===== config.mk =====
export PLATFORM = sky130hd
export DESIGN_NAME = i2c_regwr_slave
export DESIGN_NICKNAME = d
export VERILOG_FILES = /design/src/rtl/i2c_regwr_pkg.sv /design/src/rtl/i2c_line_sync.sv /design/src/rtl/i2c_wr_fsm.sv /design/src/rtl/i2c_regwr_slave.sv
export SDC_FILE = /design/constraint.sdc
export NUM_CORES = 1
export LEC_CHECK = 0
export BUFFER_PORTS_ARGS = -buffer_cell sky130_fd_sc_hd__clkbuf_2
export CORE_MARGIN = 2
export CORE_UTILIZATION = 58
export DETAILED_ROUTE_END_ITERATION = 8
export GPL_TIMING_DRIVEN = 0
export PLACE_DENSITY = 0.79
export SLEW_MARGIN = 15
export SYNTH_ARGS = -nofsm -noshare
export SYNTH_HDL_FRONTEND = slang
export SYNTH_SLANG_ARGS = --single-unit

===== constraint.sdc =====
create_clock -name clk -period 2.53 [get_ports clk]
set_input_delay 0.506 -clock clk [delete_from_list [all_inputs] [get_ports clk]]
set_output_delay 0.506 -clock clk [all_outputs]
set_load 0.005 [all_outputs]

===== src/rtl/i2c_regwr_pkg.sv =====
package i2c_regwr_pkg;
  localparam int BYTE_W = 8;

  typedef enum logic [2:0] {
    ST_IDLE,
    ST_ADDR,
    ST_CMD,
    ST_HI,
    ST_LO,
    ST_ACK,
    ST_MCODE,
    ST_DONE
  } rx_state_e;

  localparam logic [4:0] MCODE_PREFIX = 5'b00001;
endpackage


===== src/rtl/i2c_line_sync.sv =====
module i2c_line_sync #(
  parameter int STAGES = 2
) (
  input  logic clk,
  input  logic rst_n,
  input  logic scl_i,
  input  logic sda_i,
  output logic scl_rise,
  output logic scl_fall,
  output logic sda_lvl,
  output logic start_det,
  output logic stop_det
);
  localparam int LINES = 2;

  logic [LINES-1:0][STAGES-1:0] chain;
  logic [LINES-1:0]             raw;
  logic [LINES-1:0]             lvl;
  logic [LINES-1:0]             prv;

  assign raw = {scl_i, sda_i};

  always_ff @(posedge clk or negedge rst_n) begin
    if (!rst_n) begin
      chain <= '1;
      prv   <= '1;
    end else begin
      for (int i = 0; i < LINES; i++) begin
        chain[i] <= {chain[i][STAGES-2:0], raw[i]};
      end
      prv <= lvl;
    end
  end

  always_comb begin
    for (int i = 0; i < LINES; i++) lvl[i] = chain[i][STAGES-1];
  end

  // index 1 = SCL, index 0 = SDA
  assign scl_rise  = lvl[1] & ~prv[1];
  assign scl_fall  = ~lvl[1] & prv[1];
  assign sda_lvl   = lvl[0];
  assign start_det = lvl[1] & prv[1] & prv[0] & ~lvl[0];
  assign stop_det  = lvl[1] & prv[1] & ~prv[0] & lvl[0];
endmodule


===== src/rtl/i2c_wr_fsm.sv =====
module i2c_wr_fsm
  import i2c_regwr_pkg::*;
#(
  parameter logic [6:0] DEV_ADDR = 7'h35,
  parameter int         IDX_W    = 7,
  parameter int         VAL_W    = 16
) (
  input  logic             clk,
  input  logic             rst_n,
  input  logic             scl_rise,
  input  logic             scl_fall,
  input  logic             sda_lvl,
  input  logic             start_det,
  input  logic             stop_det,
  output logic             sda_oe,
  output logic             wr_stb,
  output logic [IDX_W-1:0] wr_idx,
  output logic [VAL_W-1:0] wr_val,
  output logic             hs_mode
);
  localparam int CNT_W = $clog2(BYTE_W + 1);
  localparam logic [CNT_W-1:0] FULL = CNT_W'(BYTE_W);

  rx_state_e st, st_n, ret, ret_n;
  logic [CNT_W-1:0]  cnt, cnt_n;
  logic [BYTE_W-1:0] sh, sh_n, hi, hi_n;
  logic [IDX_W-1:0]  idx, idx_n, widx_n;
  logic [VAL_W-1:0]  wval_n;
  logic              ackr, ackr_n, stb_n, hs_n;

  always_comb begin
    st_n   = st;
    ret_n  = ret;
    cnt_n  = cnt;
    sh_n   = sh;
    hi_n   = hi;
    idx_n  = idx;
    ackr_n = ackr;
    stb_n  = 1'b0;
    widx_n = wr_idx;
    wval_n = wr_val;
    hs_n   = hs_mode;
    if (stop_det) begin
      st_n  = ST_IDLE;
      cnt_n = '0;
      hs_n  = 1'b0;
    end else if (start_det) begin
      if (st == ST_MCODE) hs_n = 1'b1;
      st_n   = ST_ADDR;
      cnt_n  = '0;
      ackr_n = 1'b0;
    end else begin
      case (st)
        ST_ADDR, ST_CMD, ST_HI, ST_LO, ST_DONE: begin
          if (scl_rise && cnt != FULL) begin
            sh_n  = {sh[BYTE_W-2:0], sda_lvl};
            cnt_n = cnt + 1'b1;
          end else if (scl_fall && cnt == FULL) begin
            cnt_n = '0;
            st_n  = ST_IDLE;
            case (st)
              ST_ADDR: begin
                if (sh[7:3] == MCODE_PREFIX) begin
                  st_n = ST_MCODE;
                end else if (sh[7:1] == DEV_ADDR && !sh[0]) begin
                  st_n  = ST_ACK;
                  ret_n = ST_CMD;
                end
              end
              ST_CMD: begin
                if (!sh[7]) begin
                  idx_n = sh[IDX_W-1:0];
                  st_n  = ST_ACK;
                  ret_n = ST_HI;
                end
              end
              ST_HI: begin
                hi_n  = sh;
                st_n  = ST_ACK;
                ret_n = ST_LO;
              end
              ST_LO: begin
                st_n  = ST_ACK;
                ret_n = ST_DONE;
              end
              default: st_n = ST_DONE;
            endcase
          end
        end
        ST_ACK: begin
          if (scl_rise) ackr_n = 1'b1;
          if (scl_fall && ackr) begin
            ackr_n = 1'b0;
            st_n   = ret;
            if (ret == ST_DONE) begin
              stb_n  = 1'b1;
              widx_n = idx;
              wval_n = {hi, sh};
            end
          end
        end
        default: ;
      endcase
    end
  end

  always_ff @(posedge clk or negedge rst_n) begin
    if (!rst_n) begin
      st      <= ST_IDLE;
      ret     <= ST_IDLE;
      cnt     <= '0;
      sh      <= '0;
      hi      <= '0;
      idx     <= '0;
      ackr    <= 1'b0;
      wr_stb  <= 1'b0;
      wr_idx  <= '0;
      wr_val  <= '0;
      hs_mode <= 1'b0;
    end else begin
      st      <= st_n;
      ret     <= ret_n;
      cnt     <= cnt_n;
      sh      <= sh_n;
      hi      <= hi_n;
      idx     <= idx_n;
      ackr    <= ackr_n;
      wr_stb  <= stb_n;
      wr_idx  <= widx_n;
      wr_val  <= wval_n;
      hs_mode <= hs_n;
    end
  end

  assign sda_oe = (st == ST_ACK);

  assert_ack_after_byte_R2: assert property (@(posedge clk) disable iff (!rst_n)
    $rose(sda_oe) |-> $past(cnt) == FULL);
  assert_stb_one_cycle_R5: assert property (@(posedge clk) disable iff (!rst_n)
    wr_stb |=> !wr_stb);
  assert_stb_after_ack_R5: assert property (@(posedge clk) disable iff (!rst_n)
    wr_stb |-> $past(st) == ST_ACK);
  assert_abort_no_stb_R7: assert property (@(posedge clk) disable iff (!rst_n)
    (start_det || stop_det) |=> !wr_stb);
  assert_hs_entry_R8: assert property (@(posedge clk) disable iff (!rst_n)
    $rose(hs_mode) |-> $past(st) == ST_MCODE);
  assert_stop_clears_R9: assert property (@(posedge clk) disable iff (!rst_n)
    stop_det |=> !hs_mode);
endmodule


===== src/rtl/i2c_regwr_slave.sv =====
module i2c_regwr_slave #(
  parameter logic [6:0] DEV_ADDR    = 7'h35,
  parameter int         SYNC_STAGES = 2
) (
  input  logic        clk,
  input  logic        rst_n,
  input  logic        scl_i,
  input  logic        sda_i,
  output logic        sda_oe,
  output logic        wr_stb,
  output logic [6:0]  wr_idx,
  output logic [15:0] wr_val,
  output logic        hs_mode
);
  logic scl_rise, scl_fall, sda_lvl, start_det, stop_det;

  i2c_line_sync #(.STAGES(SYNC_STAGES)) u_sync (
    .clk       (clk),
    .rst_n     (rst_n),
    .scl_i     (scl_i),
    .sda_i     (sda_i),
    .scl_rise  (scl_rise),
    .scl_fall  (scl_fall),
    .sda_lvl   (sda_lvl),
    .start_det (start_det),
    .stop_det  (stop_det)
  );

  i2c_wr_fsm #(.DEV_ADDR(DEV_ADDR), .IDX_W(7), .VAL_W(16)) u_fsm (
    .clk       (clk),
    .rst_n     (rst_n),
    .scl_rise  (scl_rise),
    .scl_fall  (scl_fall),
    .sda_lvl   (sda_lvl),
    .start_det (start_det),
    .stop_det  (stop_det),
    .sda_oe    (sda_oe),
    .wr_stb    (wr_stb),
    .wr_idx    (wr_idx),
    .wr_val    (wr_val),
    .hs_mode   (hs_mode)
  );
endmodule


==> results of run 1 <==
[cell usage in the layout, fill, tap and decap left out, drive strengths merged, types with 2 or more instances in the layout]
master and instances:
dfrtp 59, mux2 46, clkbuf 44, inv 9, nor2 9, nand2 8
a21oi 7, o21ai 7, dfstp 6, buf 5, nand3 4, nand2b 4
mux2i 4, nand3b 4, nor3b 3, or3 3, and4bb 2, o211ai 2
o22ai 2, and3 2, o21a 2, a21o 2, o221ai 2, ha 2
bufinv 2, nor3 2, and2 2, clkinv 2
[critical path, cell delays in order, from the launching register on]
cell and delay [ns]:
dfrtp_1 0.37, clkbuf_1 0.20, nand3b_1 0.42, nor3_2 0.54
buf_4 0.29, mux2_2 0.36
[cells by family after synthesis]
family	count (synthesis)
AOI/OAI and AO/OA	36
buffers and inverters	17
DFF	65
muxes	50
xor gates and xnor gates	1
and+or+nand+nor	48
adders and majority gates	2
[power by group]
group	total [mW]	switching (mW)	internal [mW]	leakage [nW]
clock network	0.993	0.408	0.585	0.113
registers	1.33	0.171	1.15	0.864
logic	0.485	0.251	0.234	0.683
[path summary, 6_finish.rpt]
path / start / slack (ns) / endpoint
setup reg to reg: u_fsm.st[1] / 0.24 / u_fsm.wr_idx[1]
max in group asynchronous: rst_n / 1.82 / u_sync.sda_lvl
hold / removal: rst_n / 0.12 / u_fsm.st[1]
min in group clk: scl_i / 0.25 / u_sync.chain[2]
hold reg to reg: u_sync.chain[2] / 0.36 / u_sync.chain[3]
setup / recovery: u_fsm.st[1] / 0.24 / u_fsm.wr_idx[1]
[area by class of cell]
type,count,area share (%)
Clock inverter,6,2.675
Clock buffer,10,4.086
Multi-Input combinational cell,137,34.88
Timing Repair Buffer,30,4.978
Tap cell,67,2.489
Inverter,8,0.8915
Sequential cell,65,48.51
Buffer,9,1.486
[layer usage]
| layer | wire length, um | global-route usage [%] | share of wire (%) | vias up |
|---|---|---|---|---|
| li1 | - | - | - | 881 |
| met1 | 2570 | 33.09 | 48 | 939 |
| met2 | 2454 | 30.29 | 45 | 44 |
| met3 | 301 | 7.859 | 5.6 | 6 |
| met4 | 68 | 8.730 | 1.3 | 0 |
| met5 | 0 | 0 | 0 | - |
[synthesized netlist by cell type, drive strengths merged]
master / count / area, um^2
nor3: 2 / 15.01
mux2i: 4 / 40.04
nand4: 1 / 6.260
and2: 2 / 13.77
nand2b: 4 / 25.02
nand3: 4 / 20.02
nor3b: 3 / 22.52
and3b: 1 / 10.01
a221o: 1 / 10.01
o22ai: 2 / 12.51
mux2: 46 / 544.3
and2b: 1 / 7.510
a21oi: 7 / 35.03
dfstp: 6 / 157.7
o2111ai: 1 / 8.760
a31oi: 1 / 6.260
o32ai: 1 / 8.760
nor2: 9 / 36.29
and3: 2 / 12.51
buf: 4 / 31.27
o31a: 1 / 8.760
nand3b: 4 / 42.54
ha: 2 / 25.02
a211o: 1 / 8.760
inv: 8 / 30.03
a211oi: 1 / 7.510
a22o: 1 / 8.760
and4bb: 2 / 25.02
o21a: 2 / 15.01
nand4bb: 1 / 11.26
nand2: 8 / 30.03
a41oi: 1 / 8.760
a22oi: 1 / 7.510
a311o: 1 / 10.01
clkbuf: 5 / 18.77
o211ai: 2 / 15.01
o221ai: 2 / 17.52
dfrtp: 59 / 1476
or3: 3 / 25.03
o21ai: 7 / 35.03
nor2b: 1 / 6.260
a21o: 2 / 15.01
a2111oi: 1 / 8.760
xor2: 1 / 8.760
[sequential cells by signal (all words and copies together), names as in the netlist, 4 cells and up]
signal and cells:
u_fsm.idx 7, u_fsm.wr_idx 7, u_fsm.sh 8, u_fsm.hi 8, u_fsm.wr_val 16, u_fsm.cnt 4
[per-stage QoR]
step / std cells / utilization [%] / cell area, um^2
after global routing: 332 / 70.84 / 3368
after floorplan: 219 / - / 2889
final: 332 / 70.84 / 3368
after CTS: 332 / 70.84 / 3368
after detailed placement: 316 / 66.05 / 3141
after global placement: 315 / 65.58 / 3118
==> flow_summary_export.csv, run 1 <==
group,metric,value,unit
outcome,status,"finished, final reports clean",
sta,period_minus_slack,2.289,ns
sta,max_clock_freq,0.4370,GHz
clocking,cts_root_buf,"clkbuf_8",
clocking,path_clk_slew,0.07,ns
floorplan,core,4755,um^2
routing,via_count,1870,
synthesis,ys_types,53,
synthesis,synthSimpleGateAreaFrac,10.70,%
synthesis,syn_avg_cell_area,13.19,um^2
sta,tightest_slew,0.5448,ns
floorplan,io_pins,30,
critical_path,critPathLaunchType,"register",
critical_path,path_class,"reg2reg",
global_route,grt_pass1_vias,1787,
floorplan,die_h,74.58,um
clocking,clkSinkCount,65,
pwr,total_power,2.803,mW
placement,pre_cts_slack,0.2514,ns
floorplan,die_x,74.58,um
final_layout,multi_input_area,1175,um^2
floorplan,rows,25,
sta,timing.final.ws_setup,0.2414,ns
worst_hold_path,hp-class,"in2async",
sta,hold_viol_final,0,
critical_path,path_max_fanout,10,
global_route,antenna_found_initial,0,
routing,drcViolationCount,0,
synthesis,syn_inst,219,
sta,hold_ws,0.1238,ns
sta,final.period_utilization,90.46,%
global_route,grt_max_degree,36,
synthesis,synthAdderAreaFrac,0.8662,%
routing,totalWireLength,5395,um
synthesis,synth-compound-area-share,8.575,%
clocking,cts_buffers,9,
critical_path,cp_data_arrival_time,2.51,ns
pwr,ir_worst_vdd,0.6750,mV
synthesis,synth_seq_cells,65,
sta,setup-violations-final,0,
placement,gp_routability_congestion,0.8613,
placement,portBuffers,29,
routing,drt_iter0_drc,204,
pwr,p_per_area,832.1,nW/um^2
pwr,leakage,1.660,nW
clocking,clockBufferDepth,2,
routing,drtPass1Iterations,4,
final_layout,antenna_cells,0,
synthesis,synth.area.mux_share,20.23,%
clocking,cts_max_level,3,
final_layout,fillers,353,
clocking,worst_skew_pair.late_latency,0.34,ns
job,drv_cap,0,
clocking,cts_setup_buffers,0,
floorplan,start_util,60.76,%
clocking,cts_tree,"yes",
sta,setup_tns,0,ns
critical_path,ff2ff_path_depth,5,
final_layout,drive_gt1_share,41.89,%
floorplan,fp.dieArea,5561,um^2
sta,slew_headroom,62.74,%
synthesis,ys_warn_count,0,
critical_path,required,2.75,ns
routing,vias_per_cell,5.633,
global_route,grt_pass1_wl,9039,um
synthesis,synth_seq_area_share,56.56,%
sta,final_max_slew_viol_count,0,
clocking,cts_resized,0,
clocking,postCtsHoldBufs,0,
critical_path,critPathCaptureType,"register",
sta,skew,0.006927,ns
synthesis,synth_top_family_by_area,"multiplexers",
synthesis,syn-num-nets,225,
synthesis,synthXorXnorAreaFrac,0.3032,%
synthesis,syn_area,2889,um^2
global_route,grt.overflow.total,0,
routing,wl_per_cell,16.25,um
placement,place_hpwl,3591,um
final_layout,area_growth,16.59,%
global_route,grt_use_total,22.36,%
routing,antenna_left,0,
final_layout,final_nets,266,
sta,rsz0062_at_grt,"false",
final_layout,regArea,1634,um^2
Note: power is estimated with default switching activity, not from simulation.
==> run 2, diff against run 1 <==
--- a/config.mk
+++ b/config.mk
@@ -14,4 +14,5 @@
 export SLEW_MARGIN = 15
 export SYNTH_ARGS = -nofsm -noshare
 export SYNTH_HDL_FRONTEND = slang
+export SYNTH_HIERARCHICAL = 1
 export SYNTH_SLANG_ARGS = --single-unit
==> run 2 against run 1 <==
Sequential cell count did not move. Hold slack lost 0.074 ns. Die area down 2.1%.
==> flow_summary_export.csv, run 2 <==
group,metric,value,unit
outcome,status,"finished, final reports clean",
floorplan,die_x,73.79,um
clocking,cts_tree,"yes",
synthesis,yosysMostFrequentCell,"dfrtp_1",
clocking,cts_max_level,3,
critical_path,path_cells,"and4b_1, nor2_1, nand3b_1, nor2_1, buf_2, mux2_2",
final_layout,fillers,325,
synthesis,synthTopCellsByCount,"dfrtp_1 (59), mux2_2 (45), nor2_1 (13)",
sta,period_minus_slack,2.360,ns
synthesis,syn_inst,220,
critical_path,critical-path-slowest-cell,"dfstp_2",
synthesis,ys_warn_count,6,
synthesis,syn_area,2825,um^2
synthesis,synth_area_leaders,"dfrtp_1 (52%), mux2_2 (18%), dfstp_2 (5.6%)",
synthesis,synth_seq_area_share,57.84,%
synthesis,ys.flop_type,"dfrtp_1",
final_layout,area_growth,17.76,%
critical_path,critPathCaptureType,"register",
global_route,grt_max_degree,52,
clocking,cts_root_buf,"clkbuf_8",
pwr,p_per_area,762.4,nW/um^2
worst_hold_path,hp-class,"in2async",
sta,slew_headroom,64.30,%
pwr,leakage,1.633,nW
clocking,path_clk_slew,0.07,ns
clocking,clkSinkCount,65,
critical_path,path_class,"reg2reg",
routing,drtPass1Iterations,4,
sta,setup_tns,0,ns
floorplan,fp.dieArea,5445,um^2
placement,place_hpwl,3508,um
sta,final_max_slew_viol_count,0,
clocking,cts_resized,0,
final_layout,drive_gt1_share,40.23,%
sta,hold_ws,0.05008,ns
pwr,power_frac_clock,42.2,%
clocking,cts_setup_buffers,0,
sta,hold_viol_final,0,
sta,timing.final.ws_setup,0.1702,ns
pwr,ir_worst_vdd,0.5077,mV
critical_path,worst-path-buf-inv,1,
synthesis,ys_types,42,
critical_path,path_max_fanout,10,
routing,via_count,1847,
floorplan,io_pins,30,
critical_path,cp_data_arrival_time,2.59,ns
sta,rsz0062_at_grt,"false",
global_route,grt_pass1_wl,8217,um
final_layout,layout_common_cells,"dfrtp_1 (59), mux2_2 (45), clkbuf_2 (28)",
critical_path,crit_path_max_incr_delay,0.56,ns
final_layout,antenna_cells,0,
pwr,seq_power_share,48.4,%
synthesis,synth_edf_count,0,
synthesis,syn-num-nets,226,
final_layout,layout_top_registers,"u_fsm/wr_val x16, u_fsm/hi x8, u_fsm/sh x8",
sta,skew,0.006172,ns
floorplan,start_util,59.81,%
pwr,comb_power_share,9.4,%
critical_path,r2r-start,"u_sync/sda_lvl",
critical_path,path_delay_family,"simple AND/OR/NAND/NOR gates",
final_layout,final_nets,267,
sta,max_clock_freq,0.4238,GHz
pwr,swShare,25.79,%
floorplan,rows,25,
synthesis,synth_seq_cells,65,
critical_path,crit_start,"u_sync/sda_lvl",
global_route,grt.overflow.total,0,
synthesis,async_reset_ff_share,100.0,%
placement,gp_routability_congestion,0.8152,
global_route,antenna_found_initial,0,
placement,pre_cts_slack,0.1887,ns
global_route,grt_use_total,20.69,%
critical_path,crit_path_frequent_cell,"nor2_1",
floorplan,core,4723,um^2
routing,drcViolationCount,0,
floorplan,die_h,73.79,um
critical_path,required,2.76,ns
clocking,clockBufferDepth,2,
final_layout,layout_commonest_cell,"dfrtp_1",
routing,antenna_left,0,
final_layout,top_register,"u_fsm/wr_val",
clocking,postCtsHoldBufs,0,
routing,totalWireLength,5079,um
synthesis,yosysTopAreaCell,"dfrtp_1",
pwr,p_int,1.882,mW
global_route,grt_pass1_vias,1685,
synthesis,syn_avg_cell_area,12.84,um^2
clocking,worst_skew_pair.late_latency,0.34,ns
job,drv_cap,0,
sta,tightest_slew,0.5316,ns
clocking,cts_buffers,9,
critical_path,critPathLaunchType,"register",
critical_path,r2r_slack,0.17,ns
synthesis,synth_top_area_share,52.26,%
final_layout,largest_register_ffs,16,
routing,wl_per_cell,15.25,um
sta,setup-violations-final,0,
pwr,power_switching,0.6542,mW
routing,drt_iter0_drc,279,
placement,portBuffers,29,
routing,vias_per_cell,5.547,
sta,final.period_utilization,93.27,%
run 2: changes by cell type in the layout (fill, tap and decap cells not counted), moves of 4 or more:
cell / delta
a31oi_1: +6
buf_2: +4
mux2_2: +6
mux2_4: -7
nand2_1: +4
nor2_1: +5
run 2: layout make-up:
type                    count  area (um^2)  share of cell area [%]
plain buffers              10        66.31                   1.993
multi-input cells         140         1106                   33.25
clock buffers              10        127.6                   3.836
clock inverters             6        115.1                   3.460
repair buffers             30        175.2                   5.265
inverters                   5        18.77                  0.5641
well taps                  67        83.83                   2.520
flip-flops and latches     65         1634                   49.12
run 2: path summary, 6_finish.rpt:
kind | cells past startpoint | endpoint
max | 6 | u_fsm/sh[4]
min | 1 | u_fsm/ackr
max reg2reg | 6 | u_fsm/sh[4]
min reg2reg | 0 | u_sync/chain[3]
max in group asynchronous | 2 | u_sync/sda_lvl
min in group clk | 1 | u_sync/chain[2]
run 2: kinds of logic (layout without fill, tap and decap cells):
family | after synthesis | count (layout) | synth area share (%)
adder cells (fa/ha/maj) | 2 | 2 | 0.8856
AO/OA/AOI/OAI | 31 | 31 | 6.865
multiplexers | 47 | 47 | 18.69
XOR/XNOR | 1 | 1 | 0.3101
AND/OR/NAND/NOR | 59 | 59 | 12.40
flip-flops | 65 | 65 | 57.84
buffers and inverters | 15 | 61 | 3.011
run 2: metal layers:
| metal | wire (um) | global-route usage [%] | part of all wire [%] | vias to the layer above |
|---|---|---|---|---|
| li1 | - | - | - | 878 |
| met1 | 2351 | 29.20 | 46 | 904 |
| met2 | 2379 | 29.37 | 47 | 52 |
| met3 | 236 | 5.350 | 4.6 | 13 |
| met4 | 112 | 10.91 | 2.2 | 0 |
| met5 | 0 | 0 | 0 | - |
run 2: stage by stage:
stage                     instance area [um^2]  std cells  total power, mW  util (%)
after floorplan                           2825        220            1.369         -
after global placement                    3054        316            1.458     64.66
after detailed placement                  3084        317            1.481     65.30
after CTS                                 3327        333            2.548     70.44
after global routing                      3327        333            2.643     70.44
final                                     3327        333            2.536     70.44
run 2: power groups by stage:
stage / clock network, mW / logic, mW / registers, mW
4_1_cts: 1.08 / 0.240 / 1.23
6_report: 1.07 / 0.239 / 1.23
5_1_grt: 1.13 / 0.270 / 1.24
3_5_place_dp: 0 / 0.235 / 1.25
2_1_floorplan: 0 / 0.173 / 1.20
3_3_place_gp: 0 / 0.218 / 1.24
==> run 3, diff against run 2 <==
--- a/config.mk
+++ b/config.mk
@@ -10,7 +10,7 @@
 export CORE_UTILIZATION = 58
 export DETAILED_ROUTE_END_ITERATION = 8
 export GPL_TIMING_DRIVEN = 0
-export PLACE_DENSITY = 0.79
+export PLACE_DENSITY = 0.89
 export SLEW_MARGIN = 15
 export SYNTH_ARGS = -nofsm -noshare
 export SYNTH_HDL_FRONTEND = slang
==> run 3 against run 2 <==
Fmax grew 1.4%. Power fell by 3.1%. Sequential share of layout area is 0.19 points higher. Combinational power about the same. Die area is the same. Critical path type unchanged. Hold slack better by 0.0063 ns. Non-clock buffer count did not move. Sequential cell count unchanged. Largest cell class unchanged.
==> flow_summary_export.csv, run 3 (synthesis results as in run 2) <==
group,metric,value,unit
sta,final.period_utilization,92.00,%
final_layout,fin_util,70.17,%
critical_path,r2r-start,"u_sync/sda_lvl",
critical_path,ff2ff_path_depth,6,
clocking,clkSinkCount,65,
placement,portBuffers,29,
sta,tightest_slew,0.4465,ns
routing,totalWireLength,5256,um
critical_path,cp_data_arrival_time,2.55,ns
routing,drcViolationCount,0,
routing,met2_length,2516,um
routing,wl_per_cell,15.78,um
critical_path,cp-endpoint,"u_fsm/sh[5]",
routing,top_layer_used,"met4",
routing,dr_wl_met3,210,um
global_route,antenna_found_initial,0,
pwr,p_per_area,741.5,nW/um^2
clocking,clockBufferDepth,2,
floorplan,fp.dieArea,5445,um^2
sta,rsz0062_at_grt,"false",
routing,m1WireLength,2418,um
clocking,cts_max_level,3,
final_layout,layout_common_cells,"dfrtp_1 (59), mux2_2 (45), clkbuf_2 (28)",
clocking,path_clk_slew,0.07,ns
critical_path,crit_path_max_incr_delay,0.56,ns
floorplan,core,4723,um^2
global_route,grt_pass1_wl,8362,um
final_layout,drive_gt1_share,40.98,%
final_layout,antenna_cells,0,
critical_path,required,2.75,ns
final_layout,layout_top_registers,"u_fsm/wr_val x16, u_fsm/hi x8, u_fsm/sh x8",
critical_path,critPathCaptureType,"register",
sta,setup_tns,0,ns
final_layout,final_nets,267,
routing,drtPass1Iterations,4,
placement,place_hpwl,3554,um
clocking,cts_root_buf,"clkbuf_8",
critical_path,path_cells,"and4b_1, nor2_1, nand3b_1, nor2_2, buf_2, mux2_2",
outcome,status,"finished, final reports clean",
sta,hold_viol_final,0,
sta,max_clock_freq,0.4296,GHz
routing,antenna_left,0,
floorplan,io_pins,30,
routing,via_count,1846,
placement,gp_routability_congestion,0.8600,
job,drv_cap,0,
pwr,leakage,1.628,nW
sta,final_max_slew_viol_count,0,
final_layout,area_growth,17.32,%
clocking,cts_buffers,9,
global_route,grt_max_degree,51,
critical_path,r2r_slack,0.20,ns
pwr,total_power,2.458,mW
pwr,ir_worst_vdd,0.5199,mV
critical_path,path_max_fanout,10,
global_route,grt_use_total,21.16,%
sta,skew,0.009717,ns
floorplan,start_util,59.81,%
clocking,worst_skew_pair.late_latency,0.34,ns
floorplan,rows,25,
critical_path,critical-path-slowest-cell,"dfstp_2",
clocking,cts_tree,"yes",
global_route,grt_pass1_vias,1757,
critical_path,r2r_end,"u_fsm/sh[5]",
critical_path,critPathLaunchType,"register",
final_layout,largest_register_ffs,16,
worst_hold_path,hp-class,"in2async",
global_route,grt.overflow.total,0,
sta,slew_headroom,70.01,%
critical_path,path_class,"reg2reg",
critical_path,crit_start,"u_sync/sda_lvl",
floorplan,die_h,73.79,um
final_layout,layout_commonest_cell,"dfrtp_1",
sta,period_minus_slack,2.328,ns
routing,drt_iter0_drc,126,
routing,vias_per_cell,5.544,
final_layout,top_register,"u_fsm/wr_val",
clocking,postCtsHoldBufs,0,
floorplan,die_x,73.79,um
sta,setup-violations-final,0,
run 3: layout make-up:
cell class                 count  area (um^2)
fill                         323         1409
inverter                       5        18.77
timing repair buffer          30        175.2
sequential                    65         1634
multi-input combinational    140         1109
buffer                        10        66.31
clock buffer                  10        137.6
clock inverter                 6        90.09
tap                           67        83.83
run 3: per-layer routing:
layer | track usage [%] | vias up
met3 | 6.310 | 11
met2 | 32.04 | 56
met5 | 0 | -
met1 | 28.18 | 902
li1 | - | 877
met4 | 9.495 | 0
run 3: repair_timing:
item / 4_1_cts / 5_1_grt
endpoints found under the setup margin: 0 / 4
endpoints found under the hold margin: 0 / 0
buffers inserted: 0 / 0
resized for setup: 0 / 1
run 3: worst min-delay path by stage:
stage,startpoint,endpoint,slack [ns],depth (start not counted)
6_report,rst_n,u_fsm/ackr,0.06,1
4_1_cts,rst_n,u_fsm/ackr,0.05,1
3_5_place_dp,u_sync/chain[2],u_sync/chain[3],0.35,0
3_3_place_gp,u_sync/chain[2],u_sync/chain[3],0.35,0
2_1_floorplan,rst_n,u_fsm/ackr,0.21,0
5_1_grt,rst_n,u_fsm/wr_val[14],0.06,1
run 3: power by group:
group	switching, mW	internal (mW)
Sequential	0.115	1.11
Clock	0.407	0.585
Combinational	0.130	0.110
run 3: critical path, delay by kind of cell (launching register included):
kind	cells	cell delay (ns)
and+or+nand+nor	4	1.02
DFF	1	0.56
muxes	1	0.36
buffers and inverters	1	0.28
run 3: per-stage QoR:
| stage | cells | hold slack (ns) | setup slack (ns) | instance area [um^2] |
|---|---|---|---|---|
| finish | 333 | 0.05640 | 0.2024 | 3314 |
| global placement | 316 | 0.3459 | 0.2441 | 3054 |
| CTS | 333 | 0.05287 | 0.1223 | 3312 |
| floorplan | 220 | 0.2104 | 0.4759 | 2825 |
| detailed placement | 317 | 0.3472 | 0.1688 | 3084 |
| global route | 333 | 0.05775 | 0.07884 | 3314 |
